--- src/rtl/i2c_rsv_pkg.sv ---
package i2c_rsv_pkg;

    localparam int BYTE_W = 8;

    localparam logic [BYTE_W-1:0] GC_WRITE_BYTE  = 8'h00;
    localparam logic [BYTE_W-1:0] CMD_PIN_LATCH  = 8'h04;
    localparam logic [BYTE_W-1:0] CMD_LATCH_RST  = 8'h06;
    localparam logic [4:0]        HS_CODE_PREFIX = 5'b00001;

    typedef enum logic [2:0] {
        ST_IDLE,
        ST_ADDR,
        ST_ADDR_ACK,
        ST_CMD,
        ST_CMD_ACK,
        ST_SKIP
    } dec_state_t;

    typedef struct packed {
        logic start;
        logic stop;
        logic scl_rise;
        logic scl_fall;
    } bus_ev_t;

    typedef struct packed {
        logic latch;
        logic reset;
    } gc_action_t;

    function automatic logic is_hs_code(input logic [BYTE_W-1:0] b);
        return b[BYTE_W-1:BYTE_W-5] == HS_CODE_PREFIX;
    endfunction

    function automatic gc_action_t decode_cmd(input logic [BYTE_W-1:0] b);
        gc_action_t a;
        a.latch = (b == CMD_PIN_LATCH) || (b == CMD_LATCH_RST);
        a.reset = (b == CMD_LATCH_RST);
        return a;
    endfunction

endpackage

--- src/rtl/i2c_rsv_events.sv ---
module i2c_rsv_events
    import i2c_rsv_pkg::*;
(
    input  logic    clk,
    input  logic    rst,
    input  logic    scl_i,
    input  logic    sda_i,
    output bus_ev_t ev_o
);
    logic scl_q, sda_q;

    always_ff @(posedge clk) begin
        if (rst) begin
            scl_q <= 1'b1;
            sda_q <= 1'b1;
        end else begin
            scl_q <= scl_i;
            sda_q <= sda_i;
        end
    end

    always_comb begin
        ev_o.start    = scl_q && scl_i && sda_q && !sda_i;
        ev_o.stop     = scl_q && scl_i && !sda_q && sda_i;
        ev_o.scl_rise = !scl_q && scl_i;
        ev_o.scl_fall = scl_q && !scl_i;
    end
endmodule

--- src/rtl/i2c_rsv_shifter.sv ---
module i2c_rsv_shifter #(
    parameter int W = 8
) (
    input  logic         clk,
    input  logic         rst,
    input  logic         clear_i,
    input  logic         sample_i,
    input  logic         bit_i,
    output logic         done_o,
    output logic [W-1:0] byte_o
);
    localparam int CNT_W = $clog2(W) + 1;
    localparam logic [CNT_W-1:0] LAST = CNT_W'(W - 1);

    logic [W-1:0]     sh_q;
    logic [CNT_W-1:0] cnt_q;

    assign done_o = sample_i && (cnt_q == LAST);
    assign byte_o = {sh_q[W-2:0], bit_i};

    always_ff @(posedge clk) begin
        if (rst || clear_i) begin
            sh_q  <= '0;
            cnt_q <= '0;
        end else if (sample_i) begin
            sh_q  <= byte_o;
            cnt_q <= done_o ? '0 : cnt_q + 1'b1;
        end
    end
endmodule

--- src/rtl/i2c_rsv_decoder.sv ---
module i2c_rsv_decoder
    import i2c_rsv_pkg::*;
#(
    parameter int ADDR_PINS_W = 3
) (
    input  logic                   clk,
    input  logic                   rst,
    input  logic                   scl_i,
    input  logic                   sda_i,
    input  logic [ADDR_PINS_W-1:0] addr_pins_i,
    output logic                   sda_pull_o,
    output logic [ADDR_PINS_W-1:0] addr_latched_o,
    output logic                   soft_rst_o,
    output logic                   hs_mode_o
);
    bus_ev_t           ev;
    dec_state_t        st;
    gc_action_t        act_q, act_new;
    logic              byte_done, sample;
    logic [BYTE_W-1:0] rx_byte;

    i2c_rsv_events u_events (
        .clk   (clk),
        .rst   (rst),
        .scl_i (scl_i),
        .sda_i (sda_i),
        .ev_o  (ev)
    );

    assign sample = ev.scl_rise && (st == ST_ADDR || st == ST_CMD);

    i2c_rsv_shifter #(.W(BYTE_W)) u_shift (
        .clk      (clk),
        .rst      (rst),
        .clear_i  (ev.start),
        .sample_i (sample),
        .bit_i    (sda_i),
        .done_o   (byte_done),
        .byte_o   (rx_byte)
    );

    assign act_new = decode_cmd(rx_byte);

    always_ff @(posedge clk) begin
        if (rst) begin
            st             <= ST_IDLE;
            sda_pull_o     <= 1'b0;
            hs_mode_o      <= 1'b0;
            soft_rst_o     <= 1'b0;
            addr_latched_o <= addr_pins_i;
            act_q          <= '0;
        end else begin
            soft_rst_o <= 1'b0;
            if (ev.start) begin
                st         <= ST_ADDR;
                sda_pull_o <= 1'b0;
            end else if (ev.stop) begin
                st         <= ST_IDLE;
                sda_pull_o <= 1'b0;
                hs_mode_o  <= 1'b0;
            end else begin
                case (st)
                    ST_ADDR: if (byte_done) begin
                        if (rx_byte == GC_WRITE_BYTE) begin
                            st <= ST_ADDR_ACK;
                        end else begin
                            st <= ST_SKIP;
                            if (is_hs_code(rx_byte)) hs_mode_o <= 1'b1;
                        end
                    end
                    ST_ADDR_ACK: if (ev.scl_fall) begin
                        if (!sda_pull_o) begin
                            sda_pull_o <= 1'b1;
                        end else begin
                            sda_pull_o <= 1'b0;
                            st         <= ST_CMD;
                        end
                    end
                    ST_CMD: if (byte_done) begin
                        act_q <= act_new;
                        st    <= act_new.latch ? ST_CMD_ACK : ST_SKIP;
                    end
                    ST_CMD_ACK: if (ev.scl_fall) begin
                        if (!sda_pull_o) begin
                            sda_pull_o <= 1'b1;
                        end else begin
                            sda_pull_o <= 1'b0;
                            st         <= ST_SKIP;
                            if (act_q.latch) addr_latched_o <= addr_pins_i;
                            soft_rst_o <= act_q.reset;
                        end
                    end
                    default: ;
                endcase
            end
        end
    end


    soft_rst_single_chk: assert property (@(posedge clk) disable iff (rst)
        soft_rst_o |=> !soft_rst_o);


    soft_rst_latch_chk: assert property (@(posedge clk) disable iff (rst)
        soft_rst_o |-> addr_latched_o == $past(addr_pins_i));


    stop_clears_hs_chk: assert property (@(posedge clk) disable iff (rst)
        ev.stop |=> !hs_mode_o);


    hs_no_ack_chk: assert property (@(posedge clk) disable iff (rst)
        $rose(hs_mode_o) |-> !sda_pull_o);


    pull_stable_scl_high_chk: assert property (@(posedge clk) disable iff (rst)
        (scl_i && $past(scl_i)) |-> $stable(sda_pull_o));

endmodule

--- config.mk ---
export PLATFORM = sky130hd
export DESIGN_NAME = i2c_rsv_decoder
export DESIGN_NICKNAME = d
export VERILOG_FILES = /design/src/rtl/i2c_rsv_pkg.sv /design/src/rtl/i2c_rsv_events.sv /design/src/rtl/i2c_rsv_shifter.sv /design/src/rtl/i2c_rsv_decoder.sv
export SDC_FILE = /design/constraint.sdc
export NUM_CORES = 1
export LEC_CHECK = 0
export CORE_MARGIN = 1.5
export CORE_UTILIZATION = 64
export CTS_CLUSTER_DIAMETER = 120
export CTS_CLUSTER_SIZE = 10
export DETAILED_ROUTE_END_ITERATION = 8
export DONT_BUFFER_PORTS = 1
export GPL_TIMING_DRIVEN = 0
export PLACE_DENSITY_LB_ADDON = 0.2
export SYNTH_ARGS = -nofsm -noshare
export SYNTH_HDL_FRONTEND = slang
export SYNTH_HIERARCHICAL = 1
export SYNTH_SLANG_ARGS = --single-unit
export TNS_END_PERCENT = 1
--- constraint.sdc ---
create_clock -name clk -period 4.9 [get_ports clk]
set_input_delay 0.98 -clock clk [delete_from_list [all_inputs] [get_ports clk]]
set_output_delay 0.98 -clock clk [all_outputs]
set_load 0.02 [all_outputs]
# Yosys cells after proc, flatten, opt, wreduce, memory -nomap -nowiden
# Index checks and enable logic that the tools add are counted.
[op_classes]
n_reduce_logical = 35
n_bitwise = 5
mux = 25
n_eq_ne = 23
n_addsub = 1
[ops]
columns = ["operator", "n"]
rows = [
  ["3-bit two-way mux", 14],
  ["8-bit by 3-bit == test with 1-bit output, second input constant", 2],
  ["4-bit by 3-bit inequality test with 1-bit output, second input constant", 4],
  ["2-bit inequality test, second input constant", 7],
  ["7-bit AND reduction", 2],
  ["2-bit nonzero test", 7],
  ["3-bit case mux with 4 select lines", 1],
  ["1-bit logical AND", 9],
  ["1-bit two-way mux", 9],
  ["8-bit zero test", 1],
  ["4-bit by 2-bit inequality test with 1-bit output, second input constant", 2],
  ["3-bit by 2-bit == test with 1-bit output, second input constant", 2],
  ["6-bit AND reduction", 1],
  ["6-bit nonzero test", 1],
  ["6-bit OR reduction", 1],
  ["5-bit by 1-bit == test with 1-bit output, second input constant", 1],
  ["1-bit NOT", 5],
  ["5-bit AND reduction", 1],
  ["4-bit by 1-bit adder with 4-bit output, second input constant", 1],
  ["4-bit by 3-bit == test with 1-bit output, second input constant", 1],
  ["1-bit zero test", 4],
  ["4-bit two-way mux", 1],
  ["2-bit by 1-bit inequality test with 1-bit output, second input constant", 2],
  ["4-bit AND reduction", 1],
  ["7 further kinds", 9],
]
[word_totals]
elab_cells = 101
inputBits = 7
out_inout_bits = 6
ff_bits = 24

# Depth between registers and ports, before layout
[depth]
word_depth = 8
depth_mapped = 8
mapped_depth_nobuf = 7

# Cells and area by module
# The synthesis kept the hierarchy.
[modules_own_cells]
columns = ["module", "area_each_um2", "instances", "seq_area_each_um2", "cells_per_inst"]
rows = [
  ["i2c_rsv_decoder", 563.0, 1, 250.2, 60],
  ["i2c_rsv_shifter", 461.7, 1, 220.2, 42],
  ["i2c_rsv_events", 85.1, 1, 40.0, 8],
]

# Worst setup path before layout
# Ideal clock, no wire load.
[synth_timing]
kind = "input to register"
startpoint = "input scl_i"
endpoint = "register act_q[0] (netlist name)"
t_arrival_ps = 2167
required_time_ps = 4830
n_path_buf = 1
path_stages = 8
setup_time_ps = 70
slack_ps = 2663
path_cell_list = "nor2b_1 -> and2_1 -> and4b_1 -> and3b_1 -> clkbuf_2 -> and3_1 -> nand4_1 -> a21oi_1"
[synth_between]
elab_cells_between_ends = 11
cone_classes = "bitwise: 2; reduce/logical: 9"
[synth_lines]
columns = ["item", "line_no", "text"]
rows = [
  ["from (decl)", "i2c_rsv_decoder.sv:8", "input logic scl_i,"],
  ["1-bit logical AND", "i2c_rsv_events.sv:25", "ev_o.scl_rise = !scl_q && scl_i;"],
  ["1-bit logical AND", "i2c_rsv_decoder.sv:30", "assign sample = ev.scl_rise && (st == ST_ADDR || st == ST_CMD);"],
  ["net sample", "i2c_rsv_decoder.sv:19", "logic byte_done, sample;"],
  ["1-bit logical AND", "i2c_rsv_shifter.sv:18", "assign done_o = sample_i && (cnt_q == LAST);"],
  ["net byte_done", "i2c_rsv_decoder.sv:19", ""],
  ["4-bit AND reduction (no line)", "--", ""],
  ["to (signal assigned)", "i2c_rsv_decoder.sv:80", "act_q <= act_new;"],
  ["to (decl)", "i2c_rsv_decoder.sv:18", "gc_action_t act_q, act_new;"],
]
# The timed path passes the listed nets, and every way through them passes these cells.
# A chain may end at the register's enable or synchronous reset.

# Worst setup path in the final report
# Ends and elaborated chain as after synthesis.

==> metrics.md <==
| Metric | Value |
|---|---|
| DP HPWL | `1470 um` |
| Synthesized area | `1110 um^2` |
| Initial Utilization | `71.2%` |
| Main synth FF type | `dfxtp_1` |
| Worst-Skew Late Latency | `0.31 ns` |
| Area leader, netlist | `dfxtp_1` |
| Crit-path slowest cell | `and4b_1` |
| Leakage power | `0.418 nW` |
| Worst min-delay path category | `flip-flop to flip-flop` |
| Core footprint | `1560 um^2` |
| Post-synthesis sequential area ratio | `46.0%` |
| Setup TNS | `0 ns` |
| Startpoint Class | `input pin` |
| H-tree depth | `1` |
| Crit path kind | `input pin to flip-flop` |
| Fmax | `457 MHz` |
| Largest net degree at the start of global routing | `14` |
| WP data required | `5.15 ns` |
| Synth area leaders | `dfxtp_1 38%, edfxtp_1 8.1%, mux2i_1 7.2%` |
| Crit-path max cell delay | `0.30 ns` |
| Vias in the first global route | `799` |
| Crit path buf inv count | `1` |
| GRT Overall Usage | `23.5%` |
| Clk slew on worst S/H paths | `0.12 ns` |
| Total Wirelength | `2020 um` |
| Critical path endpoint category | `flip-flop` |
| PortBufs | `0` |
| Top delay family on crit path | `simple AND/OR/NAND/NOR gates` |
| Hold Vio Cnt, Final | `0` |
| Std cell rows | `14` |
| Vias/cell | `6.42` |
| Crit path DAT | `2.44 ns` |
| Period utilisation layout | `44.7%` |
| CP max FO | `7` |
| DR WL/cell | `15.5 um` |
| Worst Clk Skew | `0.00470 ns` |
| Pwr/cell area | `268 nW/um^2` |
| Slew Viols, Final | `0` |
| Post-Syn Instances | `110` |
| Post-Syn Nets | `118` |
| Worst Max-Slew Pin Slew | `0.428 ns` |
| Avg Inst Size Synth | `10.1 um^2` |
| Cts bufs inserted | `3` |
| Hold-fix buffers, CTS | `0` |
| CP cell instances | `nor2b_1, and2_1, and4b_1, and3b_1, clkbuf_2, and3_1, nand4_1, a21oi_1` |
| Clock Sinks | `24` |
| Nets | `123` |
| Worst vdd ir | `0.204 mV` |
| Clk buf depth | `2` |
| Resized cells post-CTS | `0` |
| Via count | `835` |
| Final GP Congestion | `0.826` |
| Register bit count reported by yosys | `24` |
| Die ar. | `1990 um^2` |
| CTS tree | `done` |
| Top cells by count, synth | `21 x dfxtp_1, 11 x nor2_1, 8 x mux2i_1` |
| DRC | `2` |
| Synth async-reset ratio | `0%` |
| Number of distinct library cells after synthesis | `39` |
| Initial antenna violation count | `0` |
| Synth Warn # | `6` |
| GRT overflow | `0` |
| Finish-stage setup viols | `0` |
| Total setup buffers inserted after CTS | `0` |
| Root Buffer | `clkbuf_4` |
| Area delta synth->final | `4.17%` |
| First drt pass iteration count | `8` |
| I/O pin total | `13` |
| Area share of the largest cell type after synthesis | `37.9%` |
| # diodes | `0` |
| Outcome | `finished with violations` |
| Most numerous cell in the Yosys netlist | `dfxtp_1` |
| Slew headroom | `71.2%` |
| Post-synth EDFFs | `3` |
| Period minus WS final | `2.19 ns` |
| Global-route wire length before repair | `3400 um` |
| Chip Width | `44.6 um` |
| Violated checks | `DRC` |
| Share of cells above drive strength 1 | `12.3%` |
| DRT iter0 DRCs | `29` |
| Hold_ws | `0.462 ns` |
| RSZ-0062 raised after global routing | `no` |
| Die height | `44.6 um` |
| Post-route antenna net violation count | `0` |
| MaxCap Viol Count | `0` |
sequential cells by signal, indices dropped and copies added (netlist names), 2 cells and up:
name	flops
u_shift/sh_q	7
st	3
u_shift/cnt_q	4
act_q	2
addr_latched_o	3
layout make-up:
class	count	area, um^2
clock buffers	3	22.5
multi-input cells	79	552
clock inverters	1	3.75
flip-flops and latches	24	510
inverters	2	7.51
fillers	123	403
well taps	16	20.0
plain buffers	5	40.0
path summary, 6_finish.rpt:
kind	startpoint	to	slack, ns	cells past startpoint
worst max-delay path	scl_i	act_q[0]	2.71	8
worst max register to register	st[0]	act_q[0]	2.87	8
worst min register to register	act_q[1]	act_q[1]	0.46	2
worst min-delay path	act_q[1]	act_q[1]	0.46	2
cells by family after synthesis:
family                   share of synthesized area [%]
AO/OA/AOI/OAI                                     7.78
XOR/XNOR                                          2.37
adder cells (fa/ha/maj)                           1.13
buffers and inverters                             4.28
flip-flops                                        46.0
multiplexers                                      8.23
AND/OR/NAND/NOR                                   30.2
stage by stage:
stage	power, W	cell area (um^2)	cells	worst slack (ns)	util, %
final	0.000310	1160	130	2.71	74.2
after global routing	0.000322	1160	130	2.68	74.2
after detailed placement	0.000227	1130	126	2.41	72.5
after floorplan	0.000224	1110	110	2.66	-
after CTS	0.000311	1160	130	2.74	74.2
after global placement	0.000226	1130	126	2.47	72.5
metal layers:
layer  part of all wire, %  vias up  track usage, %
met5                     0        -               0
li1                      -      400               -
met3                   5.2        4            6.12
met4                   1.1        0            9.09
met1                    45      396            28.9
met2                    49       35            39.1
cells in the final DEF (no fill, tap or decap), types with 3 or more instances in the layout:
cell type  netlist  final
dfxtp_1         21     21
nor2_1          11     11
mux2i_1          8      8
a21oi_1          7      7
nand2_1          5      5
nor3_1           4      4
nor2b_1          4      4
nand3_1          3      3
nor3b_1          3      3
edfxtp_1         3      3
clkbuf_4         0      3
and4b_1          3      3
or2_1            3      3
power breakdown:
part | leakage (nW) | switching, W | total (W) | internal, W
logic | 0.204 | 0.00000826 | 0.0000152 | 0.00000689
clock network | 0.0154 | 0.0000572 | 0.0000870 | 0.0000298
registers | 0.199 | 0.00000456 | 0.000208 | 0.000203
worst register-to-register path: cells and delay by family (launching register included):
family | cells | cell delay [ns]
AOI/OAI and AO/OA | 1 | 0.16
buffers and inverters | 1 | 0.17
DFF | 1 | 0.44
and+or+nand+nor | 6 | 1.20
(Power assumes the default switching activity.)
